[src/rtl/sup_pkg.sv]
package sup_pkg;
    typedef enum logic [2:0] {
        ST_STOP,
        ST_INIT,
        ST_RUN,
        ST_PULSE,
        ST_FAULT
    } sup_state_t;
endpackage

[src/rtl/sup_edge.sv]
// Edge detector on a sampled level: rising only, or both polarities.
module sup_edge #(
    parameter bit ANY_EDGE = 1'b0
) (
    input  logic clk,
    input  logic rst_n,
    input  logic sig,
    output logic edge_o
);
    logic prev_q;

    always_ff @(posedge clk or negedge rst_n) begin
        if (!rst_n) prev_q <= 1'b0;
        else        prev_q <= sig;
    end

    generate
        if (ANY_EDGE) begin : g_any
            assign edge_o = sig ^ prev_q;
        end else begin : g_rise
            assign edge_o = sig & ~prev_q;
        end
    endgenerate
endmodule

[src/rtl/sup_window.sv]
// Saturating event counter: hit fires on the LIMIT-th inc while active.
module sup_window #(
    parameter int LIMIT = 31
) (
    input  logic clk,
    input  logic rst_n,
    input  logic active,
    input  logic clr,
    input  logic inc,
    output logic hit
);
    localparam int W = $clog2(LIMIT + 1);
    localparam logic [W-1:0] LAST = W'(LIMIT - 1);

    logic [W-1:0] cnt_q;

    assign hit = active & inc & ~clr & (cnt_q == LAST);

    always_ff @(posedge clk or negedge rst_n) begin
        if (!rst_n)                cnt_q <= '0;
        else if (!active || clr)   cnt_q <= '0;
        else if (inc && cnt_q != LAST) cnt_q <= cnt_q + 1'b1;
    end
endmodule

[src/rtl/motor_start_supervisor.sv]
module motor_start_supervisor
    import sup_pkg::*;
#(
    parameter int RESET_CYCLES = 16,
    parameter int STALL_TICKS  = 31,
    parameter int LOSS_TICKS   = 2
) (
    input  logic clk,
    input  logic rst_n,
    input  logic stop_req,
    input  logic tick,
    input  logic ref_clk,
    input  logic fg_in,
    output logic drive_en,
    output logic intermittent,
    output logic stall_fault,
    output logic power_save
);
    sup_state_t state_q, state_d;
    logic fg_rise, ref_edge;
    logic watching, in_init;
    logic init_done, stall_hit, loss_hit;

    assign watching = (state_q == ST_RUN) || (state_q == ST_PULSE);
    assign in_init  = (state_q == ST_INIT);

    sup_edge #(.ANY_EDGE(1'b0)) u_fg_edge (
        .clk(clk), .rst_n(rst_n), .sig(fg_in), .edge_o(fg_rise)
    );

    sup_edge #(.ANY_EDGE(1'b1)) u_ref_edge (
        .clk(clk), .rst_n(rst_n), .sig(ref_clk), .edge_o(ref_edge)
    );

    sup_window #(.LIMIT(RESET_CYCLES)) u_init_win (
        .clk(clk), .rst_n(rst_n), .active(in_init),
        .clr(1'b0), .inc(1'b1), .hit(init_done)
    );

    sup_window #(.LIMIT(STALL_TICKS)) u_stall_win (
        .clk(clk), .rst_n(rst_n), .active(watching),
        .clr(fg_rise), .inc(tick), .hit(stall_hit)
    );

    sup_window #(.LIMIT(LOSS_TICKS)) u_loss_win (
        .clk(clk), .rst_n(rst_n), .active(watching),
        .clr(ref_edge), .inc(tick), .hit(loss_hit)
    );

    always_comb begin
        state_d = state_q;
        if (stop_req) begin
            state_d = ST_STOP;
        end else begin
            unique case (state_q)
                ST_STOP:  state_d = ST_INIT;
                ST_INIT:  if (init_done) state_d = ST_RUN;
                ST_RUN: begin
                    if (stall_hit)     state_d = ST_FAULT;
                    else if (loss_hit) state_d = ST_PULSE;
                end
                ST_PULSE: begin
                    if (stall_hit)     state_d = ST_FAULT;
                    else if (ref_edge) state_d = ST_RUN;
                end
                ST_FAULT: state_d = ST_FAULT;
            endcase
        end
    end

    always_ff @(posedge clk or negedge rst_n) begin
        if (!rst_n) state_q <= ST_STOP;
        else        state_q <= state_d;
    end

    always_ff @(posedge clk or negedge rst_n) begin
        if (!rst_n) begin
            drive_en     <= 1'b0;
            intermittent <= 1'b0;
            stall_fault  <= 1'b0;
            power_save   <= 1'b1;
        end else begin
            drive_en     <= (state_d == ST_RUN) ||
                            ((state_d == ST_PULSE) && (state_q == ST_PULSE) &&
                             (drive_en ^ tick));
            intermittent <= (state_d == ST_PULSE);
            stall_fault  <= (state_d == ST_FAULT);
            power_save   <= (state_d == ST_STOP);
        end
    end
endmodule

[config.mk]
export PLATFORM = sky130hd
export DESIGN_NAME = motor_start_supervisor
export DESIGN_NICKNAME = d
export VERILOG_FILES = /design/src/rtl/sup_pkg.sv /design/src/rtl/sup_edge.sv /design/src/rtl/sup_window.sv /design/src/rtl/motor_start_supervisor.sv
export SDC_FILE = /design/constraint.sdc
export NUM_CORES = 1
export LEC_CHECK = 0
export CAP_MARGIN = 20
export CORE_MARGIN = 3
export CORE_UTILIZATION = 45
export CTS_CLUSTER_DIAMETER = 100
export DETAILED_ROUTE_END_ITERATION = 10
export HOLD_SLACK_MARGIN = 0.12
export PLACE_DENSITY = 0.74
export SKIP_CTS_REPAIR_TIMING = 1
export SYNTH_ARGS = -nofsm -noshare
export SYNTH_HDL_FRONTEND = slang
export SYNTH_SLANG_ARGS = --single-unit
[constraint.sdc]
create_clock -name clk -period 5.04 [get_ports clk]
set_input_delay 0.756 -clock clk [delete_from_list [all_inputs] [get_ports clk]]
set_output_delay 0.756 -clock clk [all_outputs]
set_load 0.05 [all_outputs]
# --- Word level (Yosys, flattened, before mapping) ---
# Cells that the tools add are included.
classes:
  addsub: 3
  n_eq_ne: 14
  n_mux: 13
  n_bitwise: 12
  n_reduce_logical: 13
op_table:
  columns: ["operator", "count"]
  rows:
  - ["$mux W5", 4]
  - ["$mux W3", 6]
  - ["$pmux W3 S5", 1]
  - ["$eq A3 B2 Y1 const B", 4]
  - ["$add A5 B1 Y5 const B", 2]
  - ["$and A1 B1 Y1", 7]
  - ["$eq A3 B3 Y1 const B", 2]
  - ["$logic_not A3 Y1", 2]
  - ["$eq A5 B4 Y1 const B", 1]
  - ["$eq A5 B5 Y1 const B", 1]
  - ["$ne A5 B4 Y1 const B", 1]
  - ["$ne A5 B5 Y1 const B", 1]
  - ["$logic_and A1 B1 Y1", 4]
  - ["$logic_or A1 B1 Y1", 4]
  - ["$mux W2", 2]
  - ["$ne A2 B1 Y1 const B", 2]
  - ["$reduce_bool A2 Y1", 2]
  - ["$eq A3 B1 Y1 const B", 1]
  - ["$not A1 Y1", 3]
  - ["$add A2 B1 Y2 const B", 1]
  - ["$eq A2 B1 Y1 const B", 1]
  - ["$xor A1 B1 Y1", 2]
  - ["$logic_not A1 Y1", 1]
word_totals:
  ff_bits: 21
  output_inout_bits: 4
  elab_cells: 65

# --- Longest topological paths before layout ---
logic_depth:
  word_depth: 13
  depth_mapped: 8
  mapped_depth_nobuf: 7

# --- Modules after synthesis ---
# From an unflattened synthesis, not the netlist that was laid out.
unflattened:
  hier_cells: 105
  area_unflattened_um2: 1106.1
by_module_without_submodules:
  columns: ["module", "n_inst", "cells_each", "area_per_inst_um2", "seq_area_each_um2"]
  rows:
  - ["motor_start_supervisor", 1, 30, 329.1, 176.4]
  - ["sup_window at u_stall_win", 1, 31, 311.5, 125.1]
  - ["sup_window at u_init_win", 1, 28, 267.8, 125.1]
  - ["sup_window at u_loss_win", 1, 12, 125.1, 50.0]
  - ["sup_edge at u_fg_edge", 1, 2, 38.8, 25.0]
  - ["sup_edge at u_ref_edge", 1, 2, 33.8, 25.0]

# --- Worst setup path after synthesis ---
# Ideal clock, no wire load.
synth_path:
  path_type: "reg-to-reg"
  startpoint: "register u_init_win.cnt_q[0]"
  endpoint: "register drive_en"
  setup_ps: 82
  arrival_ps: 1574
  t_required_ps: 4958
  slack_ps: 3384
  stages_incl_launch_ff: 9
  path_buffers: 1
  synth_period_minus_slack_ps: 1656
  path_cell_list: "dfrtp_1 -> ha_1 -> and3_1 -> ha_1 -> buf_6 -> a21oi_2 -> or3_1 -> a31o_1 -> a31oi_1"
synth_between:
  elab_chain_len: 9
  elab_cells_between_ends: 10
  cone_classes: "3 x eq/ne; 3 x mux; 1 x bitwise; 3 x reduce/logical"
synth_lines:
  columns: ["item", "line", "text"]
  rows:
  - ["start: declaration", "sup_window.sv:15", "logic [W-1:0] cnt_q;"]
  - ["start signal: assignment", "sup_window.sv:22", "else if (inc && cnt_q != LAST) cnt_q <= cnt_q + 1'b1;"]
  - ["$eq A5 B4 Y1 (*)", "sup_window.sv:17", "assign hit = active & inc & ~clr & (cnt_q == LAST);"]
  - ["$and A1 B1 Y1 (*)", "sup_window.sv:17", null]
  - ["$mux W3 (*)", "motor_start_supervisor.sv:57", "ST_INIT: if (init_done) state_d = ST_RUN;"]
  - ["$pmux W3 S5 (*)", "motor_start_supervisor.sv:55", "unique case (state_q)"]
  - ["$mux W3 (*)", "motor_start_supervisor.sv:52", "if (stop_req) begin"]
  - ["$eq A3 B2 Y1", "motor_start_supervisor.sv:84", "((state_d == ST_PULSE) && (state_q == ST_PULSE) &&"]
  - ["$logic_and A1 B1 Y1 (2 in a row)", "motor_start_supervisor.sv:84", null]
  - ["$logic_or A1 B1 Y1 (*)", "motor_start_supervisor.sv:83", "drive_en <= (state_d == ST_RUN) ||"]
  - ["end signal: assignment", "motor_start_supervisor.sv:83", null]
  - ["end: declaration", "motor_start_supervisor.sv:14", "output logic drive_en,"]
# Every way passes the cells marked *; elsewhere a longest branch is shown, timed or not.
# A chain may end at the register's enable or synchronous reset.

# --- Worst setup path in the final report ---
layout_path:
  startpoint: "register power_save"
  endpoint: "output power_save"
layout_lines:
  columns: ["item", "line", "text"]
  rows:
  - ["start: declaration", "motor_start_supervisor.sv:17", "output logic power_save"]
  - ["start signal: assignment", "motor_start_supervisor.sv:88", "power_save <= (state_d == ST_STOP);"]
# No word-level cell between the ends.

==> out/qor.yml <==
synth_top_cell_by_area: "dfrtp_1"
die_area_um2: 2832
cpMaxStageDelayCell: "clkdlybuf4s50_1"
num_antenna_cells: 0
synth_top_area_share_pct: 49.88
clkTransAtPathRegs_ns: 0.11
cp-start-kind: "register"
synthFlopType: "dfrtp_1"
area_growth_syn_to_layout_pct: 12.97
num_vias: 692
power_uw: 275.6
grt_setup_unrepaired: "false"
setup_violations: 0
min_from: "u_init_win.cnt_q[4]"
cts_tree: "built"
p_leak_nw: 0.5036
drt_wl_total_um: 1759
core.rowCount: 16
placed_area_um2: 1107
yosysSeqAreaShare_pct: 52.49
reg2reg_slack_ns: 3.12
hold-path-cell-count: 2
drt_pass1_iterations: 4
hold_viol_final: 0
outcome: "finished, final reports clean"
grt_pass1_wl_um: 2973
r2r-end: "drive_en"
min_to: "u_init_win.cnt_q[4]"
worst-setup-path-type: "reg2out"
clock_skew_ns: 0.002902
final.min_clock_period_ns: 2.383
syn-num-nets: 109
io_pins: 10
holdCritPathClass: "reg2reg"
layout-drive-gt1-share_pct: 8.333
htreeDepth: 1
path_cells: "clkdlybuf4s50_1"
slowest_delay_ns: 0.79
clk_latency_ns: 0.30
clock_path_buffers: 2
synth_edf_count: 0
die_y_um: 53.22
die_w_um: 53.22
avgSynthCellArea_um2: 10.24
dp_slack_ns: 2.971
ir_drop_v: 0.0002000
tns_ns: 0
max-cap-violations: 0
syn_inst: 98
cts_sinks: 21
p_per_area_nw_per_um2: 243.1
end_kind: "output port"
layout_commonest_cell: "dfrtp_1"
drtIter0Drc: 11
crit_family: "buffers and inverters"
layout.nets: 120
drc: 0
synth_area_leaders: "dfrtp_1, nor2_1, ha_1"
grtUsageTotal_pct: 14.92
slew_headroom_pct: 40.79
grt_pass1_vias: 712
crit_buf_inv: 1
netlist_area_um2: 1003
nFillCells: 192
ant_nets: 0
cp.required_ns: 4.28
antenna_found_initial: 0
start_util_pct: 49.14
yosys_warnings: 0
yosysUniqueCellTypes: 31
core_um2: 2042
port_buffers: 9
max_freq_mhz: 419.6
cts_root_buf: "clkbuf_4"
numCtsBuffers: 3
reg2reg_depth: 7
grt_max_degree: 22
via_per_inst: 5.126
gp_congestion: 0.8341
finalMaxSlewViolations: 0
routedWlPerCell_um: 13.03
tightestPinTransition_ns: 0.8854
arrival_ns: 1.63
cp.depth: 1
critPathMaxFanout: 1
final_area_um2: 1134
crit-reg2reg-launch: "u_init_win.cnt_q[0]"
hpwl_um: 1267
ys_async_sr_fraction_pct: 100.0
fin_ws_ns: 2.657
final_cell_mix: "dfrtp_1, nor2_1, clkdlybuf4s50_1"
overflow: 0
ys_seq_elements: 21
period_share_pct: 47.29
[power by group]
| group | internal (mW) | leakage, nW | switching, mW |
|---|---|---|---|
| sequential | 0.172 | 0.281 | 0.00282 |
| combinational | 0.00899 | 0.208 | 0.0114 |
| clock | 0.0309 | 0.0150 | 0.0491 |
[cells in the mapped netlist (2+ instances only)]
cell type / instances
nand3_1: 4
inv_1: 4
a21oi_1: 4
xnor2_1: 4
dfrtp_1: 20
nand4_1: 2
ha_1: 5
and3_1: 2
a21oi_2: 2
nand2_1: 8
a31oi_1: 2
nor2_1: 18
xor2_1: 5
[stage by stage]
stage,hold WS (ns),instances,util [%]
after floorplan,0.4604,98,-
after global placement,0.4964,131,54.23
after detailed placement,0.5097,131,54.23
after CTS,0.5370,135,55.51
after global routing,0.5716,135,55.51
final,0.5282,135,55.51
[kinds of logic after synthesis]
group	count (synthesis)	share of synthesized area (%)
muxes	2	2.120
buffers and inverters	7	3.490
adders and majority gates	5	6.234
AOI/OAI and AO/OA	12	7.980
and+or+nand+nor	42	19.83
DFF	21	52.49
xor gates and xnor gates	9	7.855
[worst max-delay path by stage]
stage / to / start / slack [ns]
2_1_floorplan: drive_en / u_init_win.cnt_q[0] / 3.38
3_3_place_gp: drive_en / stop_req / 2.99
3_5_place_dp: drive_en / stop_req / 2.97
4_1_cts: power_save / power_save / 2.65
5_1_grt: power_save / power_save / 2.63
6_report: power_save / power_save / 2.66
[cell type report]
class	instances	area [um2]	area share, %
clock buffer	4	26.28	2.318
inverter	4	15.01	1.325
sequential	21	526.8	46.47
tap	27	33.78	2.980
multi-input combinational	70	441.7	38.96
timing repair buffer	9	90.09	7.947
[registers in the layout, summed over array words and instances (netlist names)]
| signal | cells |
|---|---|
| u_init_win.cnt_q | 5 |
| power_save | 1 |
| drive_en | 1 |
| u_stall_win.cnt_q | 5 |
| u_ref_edge.prev_q | 1 |
| state_q | 3 |
| intermittent | 1 |
| stall_fault | 1 |
| u_fg_edge.prev_q | 1 |
| u_loss_win.cnt_q | 2 |
[metal layers]
layer / routed length (um) / global-route usage [%]
met5: 0 / 0
met4: 46 / 8.511
met3: 76 / 2.535
met2: 791 / 23.88
met1: 844 / 18.77
(Power assumes the default switching activity.)
